--- config.mk ---
export PLATFORM = sky130hd
export DESIGN_NAME = ddr_init_seq
export DESIGN_NICKNAME = d
export VERILOG_FILES = /design/src/rtl/ddr_init_seq.sv
export SDC_FILE = /design/constraint.sdc
export NUM_CORES = 1
export LEC_CHECK = 0
export BUFFER_PORTS_ARGS = -buffer_cell sky130_fd_sc_hd__buf_2
export CAP_MARGIN = 20
export CORE_UTILIZATION = 40
export DETAILED_ROUTE_END_ITERATION = 8
export SLEW_MARGIN = 5
export SYNTH_ARGS = -nofsm -noshare
export SYNTH_HDL_FRONTEND = slang
export SYNTH_SLANG_ARGS = --single-unit
--- constraint.sdc ---
create_clock -name clk -period 2.5 [get_ports clk]
set_clock_uncertainty 0.15 [all_clocks]
set_input_delay 0.25 -clock clk [delete_from_list [all_inputs] [get_ports clk]]
set_output_delay 0.25 -clock clk [all_outputs]
set_load 0.1 [all_outputs]
--- src/rtl/ddr_init_seq.sv ---
module ddr_init_seq #(
  parameter int          CLK_MHZ     = 250,
  parameter int          WAIT_US     = 200,
  parameter int          T_RP        = 4,
  parameter int          T_MRD       = 2,
  parameter int          T_RFC       = 18,
  parameter int          DLL_LOCK    = 200,
  parameter int          DLL_RST_BIT = 8,
  parameter logic [12:0] MR_VAL      = 13'h022,
  parameter logic [12:0] EMR_VAL     = 13'h000
) (
  input  logic        clk,
  input  logic        rst_n,
  input  logic        start,
  output logic        cke,
  output logic        cs_n,
  output logic        ras_n,
  output logic        cas_n,
  output logic        we_n,
  output logic [1:0]  ba,
  output logic [12:0] addr,
  output logic        busy,
  output logic        done
);
  localparam int WAIT_CYC = WAIT_US * CLK_MHZ;
  localparam int CW = $clog2(WAIT_CYC + 1);
  localparam int LW = $clog2(DLL_LOCK + 1);
  localparam logic [12:0] RST_MASK = 13'(1) << DLL_RST_BIT;
  localparam logic [2:0] LAST_STEP = 3'd7;
  localparam logic [2:0] RST_STEP  = 3'd3;

  typedef enum logic [2:0] {S_IDLE, S_WAIT, S_CMD, S_GAP, S_FIN, S_DONE} st_t;

  st_t          st;
  logic [2:0]   step;
  logic [CW-1:0] cnt;
  logic [LW-1:0] lock_cnt;

  logic [3:0]   c_code;
  logic [1:0]   c_ba;
  logic [12:0]  c_a;
  logic [CW-1:0] c_gap;

  always_comb begin
    c_code = 4'b0111; c_ba = 2'b00; c_a = '0; c_gap = CW'(1);
    case (step)
      3'd0: begin c_code = 4'b0111; c_gap = CW'(1); end
      3'd1, 3'd4: begin c_code = 4'b0010; c_a = 13'h400; c_gap = CW'(T_RP); end
      3'd2: begin c_code = 4'b0000; c_ba = 2'b01; c_a = EMR_VAL; c_gap = CW'(T_MRD); end
      3'd3: begin c_code = 4'b0000; c_a = MR_VAL | RST_MASK; c_gap = CW'(T_MRD); end
      3'd5, 3'd6: begin c_code = 4'b0001; c_gap = CW'(T_RFC); end
      default: begin c_code = 4'b0000; c_a = MR_VAL & ~RST_MASK; c_gap = CW'(T_MRD); end
    endcase
  end

  wire issuing = (st == S_CMD);

  assign cke  = (st != S_IDLE) && (st != S_WAIT);
  assign {cs_n, ras_n, cas_n, we_n} = issuing ? c_code : 4'b1111;
  assign ba   = issuing ? c_ba : 2'b00;
  assign addr = issuing ? c_a : 13'h0;
  assign busy = (st == S_WAIT) || (st == S_CMD) || (st == S_GAP) || (st == S_FIN);
  assign done = (st == S_DONE);

  always_ff @(posedge clk or negedge rst_n) begin
    if (!rst_n) begin
      st <= S_IDLE; step <= '0; cnt <= '0;
    end else begin
      case (st)
        S_IDLE: if (start) begin st <= S_WAIT; cnt <= CW'(WAIT_CYC - 1); end
        S_WAIT: if (cnt == '0) begin st <= S_CMD; step <= '0; end
                else cnt <= cnt - 1'b1;
        S_CMD: begin
          if (c_gap > CW'(1)) begin
            st <= S_GAP; cnt <= c_gap - CW'(2);
          end else if (step == LAST_STEP) st <= S_FIN;
          else step <= step + 1'b1;
        end
        S_GAP: begin
          if (cnt != '0) cnt <= cnt - 1'b1;
          else if (step == LAST_STEP) st <= S_FIN;
          else begin st <= S_CMD; step <= step + 1'b1; end
        end
        S_FIN: if (lock_cnt == '0) st <= S_DONE;
        default: st <= S_DONE;
      endcase
    end
  end

  always_ff @(posedge clk or negedge rst_n) begin
    if (!rst_n) lock_cnt <= '0;
    else if (issuing && step == RST_STEP) lock_cnt <= LW'(DLL_LOCK - 1);
    else if (lock_cnt != '0) lock_cnt <= lock_cnt - 1'b1;
  end


  cke_hold_chk: assert property (@(posedge clk) disable iff (!rst_n) cke |=> cke);

  cke_nop_chk: assert property (@(posedge clk) disable iff (!rst_n)
    $rose(cke) |-> ({cs_n, ras_n, cas_n, we_n} == 4'b0111));

  busy_done_chk: assert property (@(posedge clk) disable iff (!rst_n) !(busy && done));

  done_lock_chk: assert property (@(posedge clk) disable iff (!rst_n)
    $rose(done) |-> (lock_cnt == '0));

  cmd_set_chk: assert property (@(posedge clk) disable iff (!rst_n)
    !cs_n |-> (ras_n == 1'b0 || (cas_n && we_n)) && cke);

  done_stay_chk: assert property (@(posedge clk) disable iff (!rst_n) done |=> done);

  wait_quiet_chk: assert property (@(posedge clk) disable iff (!rst_n)
    (busy && !cke) |-> cs_n);
endmodule

==> impl_metrics.xml <==
<?xml version="1.0" encoding="UTF-8"?>
<metrics>
  <group name="outcome">
    <metric name="status" unit="">finished clean</metric>
  </group>
  <group name="power_and_ir_drop">
    <metric name="power_report.internal_total" unit="mW">0.708</metric>
    <metric name="power.leakage" unit="nW">1.27</metric>
    <metric name="power_density" unit="nW/um^2">364</metric>
    <metric name="power.share.switching" unit="">0.283</metric>
    <metric name="maximum_vdd_ir_drop" unit="mV">0.196</metric>
    <metric name="combPwrFrac" unit="">0.078</metric>
    <metric name="post_route_total_power" unit="mW">0.988</metric>
    <metric name="switching_power" unit="mW">0.280</metric>
    <metric name="seq_power_share" unit="">0.491</metric>
    <metric name="clock_power_share" unit="">0.431</metric>
  </group>
  <group name="place">
    <metric name="dpl_cell_area" unit="sq um">2560</metric>
    <metric name="gp_routability_congestion" unit="">0.862</metric>
    <metric name="buffer_ports.inserted" unit="">14</metric>
    <metric name="hpwlAfterDp" unit="um">3890</metric>
  </group>
  <group name="job">
    <metric name="max_cap_viol_count" unit="">0</metric>
  </group>
  <group name="clocking">
    <metric name="cts-htree-levels" unit="">2</metric>
    <metric name="clock_buffers_created_by_tritoncts" unit="">5</metric>
    <metric name="ctsRootBufferMaster" unit="">sky130_fd_sc_hd__clkbuf_8</metric>
    <metric name="clk_pin_slew_worst_paths" unit="ps">70</metric>
    <metric name="ctsLongestPathBuffers" unit="">2</metric>
    <metric name="tritoncts_num_sinks" unit="">30</metric>
    <metric name="tritoncts" unit="">built</metric>
    <metric name="clock_latency" unit="ps">290</metric>
  </group>
  <group name="logic_synthesis">
    <metric name="total_standard_cell_area_after_synthesis" unit="sq um">2260</metric>
    <metric name="synth_top_flop_cell" unit="">sky130_fd_sc_hd__dfrtp_1</metric>
    <metric name="synth.avg_cell_area" unit="sq um">8.21</metric>
    <metric name="synth_seq_area_share" unit="">0.333</metric>
    <metric name="synth-async-reset-ratio" unit="">1.00</metric>
    <metric name="postSynthCellCount" unit="">275</metric>
    <metric name="post_synth_num_cell_types" unit="">50</metric>
    <metric name="synth-edff-count" unit="">0</metric>
    <metric name="ys_ff_latch" unit="">30</metric>
    <metric name="ys.warnings.count" unit="">0</metric>
  </group>
  <group name="worst_setup_path">
    <metric name="crit_type" unit="">flop to flop</metric>
    <metric name="cp_num_buf_inv" unit="">1</metric>
    <metric name="crit_required" unit="ps">2530</metric>
    <metric name="critPathSlowestCell" unit="">sky130_fd_sc_hd__or3b_2</metric>
    <metric name="worstPathCellList" unit="">inv_1 -&gt; ha_2 -&gt; or3b_2 -&gt; or4_1 -&gt; o221ai_1 -&gt; nor2_1 -&gt; a31o_2</metric>
    <metric name="critical_path.top_delay_family" unit="">simple AND/OR/NAND/NOR gates</metric>
    <metric name="max_stage_delay" unit="ps">480</metric>
    <metric name="critical_path.startpoint_type" unit="">flop</metric>
    <metric name="path_max_fanout" unit="">7</metric>
    <metric name="worst-endpoint-arrival" unit="ps">2460</metric>
    <metric name="worstSetupEndpointType" unit="">flop</metric>
  </group>
  <group name="sta">
    <metric name="final_hold_violations" unit="">0</metric>
    <metric name="achievable-frequency" unit="MHz">412</metric>
    <metric name="worst_slack_on_hold_paths" unit="ps">271</metric>
    <metric name="post-route-period-util" unit="">0.972</metric>
    <metric name="finalSetupViolations" unit="">0</metric>
    <metric name="worst-slew-pin-transition" unit="ps">708</metric>
    <metric name="final_max_slew_viol_count" unit="">0</metric>
    <metric name="worst_relative_slew_slack" unit="">0.528</metric>
    <metric name="final.min_clock_period" unit="ps">2430</metric>
    <metric name="timing.setup.tns" unit="ps">0</metric>
  </group>
  <group name="die">
    <metric name="fp.dieW" unit="um">77.1</metric>
    <metric name="row_count" unit="">26</metric>
    <metric name="die_area" unit="sq um">5950</metric>
    <metric name="placeableCoreArea" unit="sq um">5270</metric>
    <metric name="die_h" unit="um">77.1</metric>
    <metric name="floorplan.initialDensity" unit="">0.428</metric>
    <metric name="ioPinCount" unit="">25</metric>
  </group>
  <group name="detailed_routing">
    <metric name="vias" unit="">2096</metric>
    <metric name="route.antenna.remaining_nets" unit="">0</metric>
    <metric name="drc_errors" unit="">0</metric>
    <metric name="routedWlPerCell" unit="um">14.7</metric>
    <metric name="viasPerCell" unit="">5.57</metric>
    <metric name="drtIter0Drc" unit="">136</metric>
    <metric name="postRouteWirelength" unit="um">5530</metric>
    <metric name="detailedRoute.firstPassIterationCount" unit="">4</metric>
  </group>
  <group name="finish">
    <metric name="drive_above_1_share" unit="">0.229</metric>
    <metric name="num-nets-final" unit="">320</metric>
    <metric name="antennaDiodeCount" unit="">0</metric>
    <metric name="fill_cells" unit="">517</metric>
    <metric name="area_growth_syn_to_layout" unit="%">20.3</metric>
    <metric name="postLayoutCellArea" unit="sq um">2720</metric>
  </group>
  <group name="global_routing">
    <metric name="grt_first_pass_wirelength" unit="um">9480</metric>
    <metric name="grt_use_total" unit="">0.200</metric>
    <metric name="pin_count_of_the_biggest_net_entering_global_routing" unit="">31</metric>
    <metric name="antenna_found_initial" unit="">0</metric>
    <metric name="first_global_vias" unit="">2004</metric>
    <metric name="globalRoute.totalOverflow" unit="">0</metric>
  </group>
  <group name="hold_path">
    <metric name="holdCritPathClass" unit="">input port to flop</metric>
  </group>
</metrics>
routing by layer:
| metal | vias up | part of all wire | track usage |
|---|---|---|---|
| li1 | 1031 | - | - |
| met4 | 0 | 0.018 | 0.0698 |
| met3 | 9 | 0.047 | 0.0298 |
| met1 | 994 | 0.48 | 0.281 |
| met2 | 62 | 0.45 | 0.310 |
| met5 | - | 0 | 0 |
worst paths after layout:
kind | end | cells past startpoint | slack [ps] | from
setup / recovery | st[2]$_DFFE_PN0P_ | 7 | 70 | step[0]$_DFFE_PN0P_
hold / removal | st[0]$_DFFE_PN0P_ | 4 | 270 | start
setup reg to reg | st[2]$_DFFE_PN0P_ | 7 | 70 | step[0]$_DFFE_PN0P_
hold reg to reg | cnt[12]$_DFFE_PN0P_ | 2 | 340 | cnt[12]$_DFFE_PN0P_
max in group asynchronous | step[2]$_DFFE_PN0P_ | 2 | 1310 | rst_n
min in group asynchronous | lock_cnt[2]$_DFFE_PN0P_ | 2 | 380 | rst_n
cells in the final DEF (no fill, tap or decap), drive strengths merged, types with 2 or more instances in the layout:
cell type  instances
nor2b              6
buf               39
or4                4
nor2              28
o31a               3
and3               3
dfrtp             30
a22o               3
nand3              6
nor4               5
a22oi              4
nand3b             2
o21ai             29
and2               2
o311ai             2
o31ai              6
o21a               2
clkbuf             6
nand2             21
o22ai              2
or3                5
a21o               2
nand4              2
o211ai             2
or2                2
nor3               9
conb              10
o41ai              3
o32a               2
a21oi             18
inv               14
xnor2              4
nand2b             4
ha                12
what timing repair did:
item,in CTS,in global routing
endpoints found under the setup margin,0,15
hold buffers,1,0
hold endpoints to repair,30,0
resized for setup,0,13
setup buffers,0,1
power by group through the flow:
| stage | combinational, mW | clock [mW] | sequential, mW |
|---|---|---|---|
| 2_1_floorplan | 0.0771 | 0 | 0.495 |
| 3_3_place_gp | 0.0767 | 0 | 0.494 |
| 3_5_place_dp | 0.0768 | 0 | 0.494 |
| 4_1_cts | 0.0780 | 0.439 | 0.485 |
| 5_1_grt | 0.0806 | 0.454 | 0.485 |
| 6_report | 0.0771 | 0.426 | 0.485 |
layout make-up:
cell class	instances	area, sq um	area share
Multi-Input combinational cell	214	1380	0.509
Sequential cell	30	753	0.277
Timing Repair Buffer	40	347	0.128
Tap cell	70	87.6	0.0322
Clock buffer	6	82.6	0.0304
Inverter	14	52.6	0.0193
Clock inverter	2	12.5	0.00461
state kept, by name (all words and copies together), names as in the netlist:
register,count
cnt,16
lock_cnt,8
st,3
step,3
logic make-up after synthesis:
logic type / share of synthesized area
other: 0.00166
DFF: 0.333
and+or+nand+nor: 0.227
xor gates and xnor gates: 0.0155
muxes: 0.00942
AOI/OAI and AO/OA: 0.252
buffers and inverters: 0.0948
adders and majority gates: 0.0665
metrics by stage:
stage                     std cells   util  setup WS [ps]
final                           376  0.515           71.1
after global routing            376  0.515          -39.6
after CTS                       375  0.506           54.2
after detailed placement        366  0.486           74.1
after global placement          366  0.486           89.3
after floorplan                 284      -           25.7
worst min-delay path: stages:
cell,delay [ps]
sky130_fd_sc_hd__buf_2,70
sky130_fd_sc_hd__or3_1,100
sky130_fd_sc_hd__o221ai_1,140
sky130_fd_sc_hd__nor2_1,110
Yosys cell counts (3+ instances only):
| library cell | instances | area share |
|---|---|---|
| sky130_fd_sc_hd__dfrtp_1 | 30 | 0.33 |
| sky130_fd_sc_hd__o21ai_0 | 29 | 0.064 |
| sky130_fd_sc_hd__nor2_1 | 27 | 0.045 |
| sky130_fd_sc_hd__nand2_1 | 21 | 0.035 |
| sky130_fd_sc_hd__a21oi_1 | 18 | 0.040 |
| sky130_fd_sc_hd__inv_1 | 14 | 0.023 |
| sky130_fd_sc_hd__ha_1 | 12 | 0.067 |
| sky130_fd_sc_hd__buf_4 | 11 | 0.037 |
| sky130_fd_sc_hd__clkbuf_1 | 10 | 0.017 |
| sky130_fd_sc_hd__nor3_1 | 9 | 0.020 |
| sky130_fd_sc_hd__nand3_1 | 6 | 0.013 |
| sky130_fd_sc_hd__nor2b_1 | 6 | 0.017 |
| sky130_fd_sc_hd__o31ai_1 | 6 | 0.020 |
| sky130_fd_sc_hd__nor4_1 | 5 | 0.014 |
| sky130_fd_sc_hd__or3_1 | 5 | 0.014 |
| sky130_fd_sc_hd__a22oi_1 | 4 | 0.013 |
| sky130_fd_sc_hd__nand2b_1 | 4 | 0.011 |
| sky130_fd_sc_hd__xnor2_1 | 4 | 0.016 |
| sky130_fd_sc_hd__a22o_1 | 3 | 0.012 |
| sky130_fd_sc_hd__and3_1 | 3 | 0.0083 |
| sky130_fd_sc_hd__buf_6 | 3 | 0.015 |
| sky130_fd_sc_hd__o31a_1 | 3 | 0.012 |
| sky130_fd_sc_hd__o41ai_1 | 3 | 0.012 |
No activity file was read; power rests on OpenSTA's default activity.
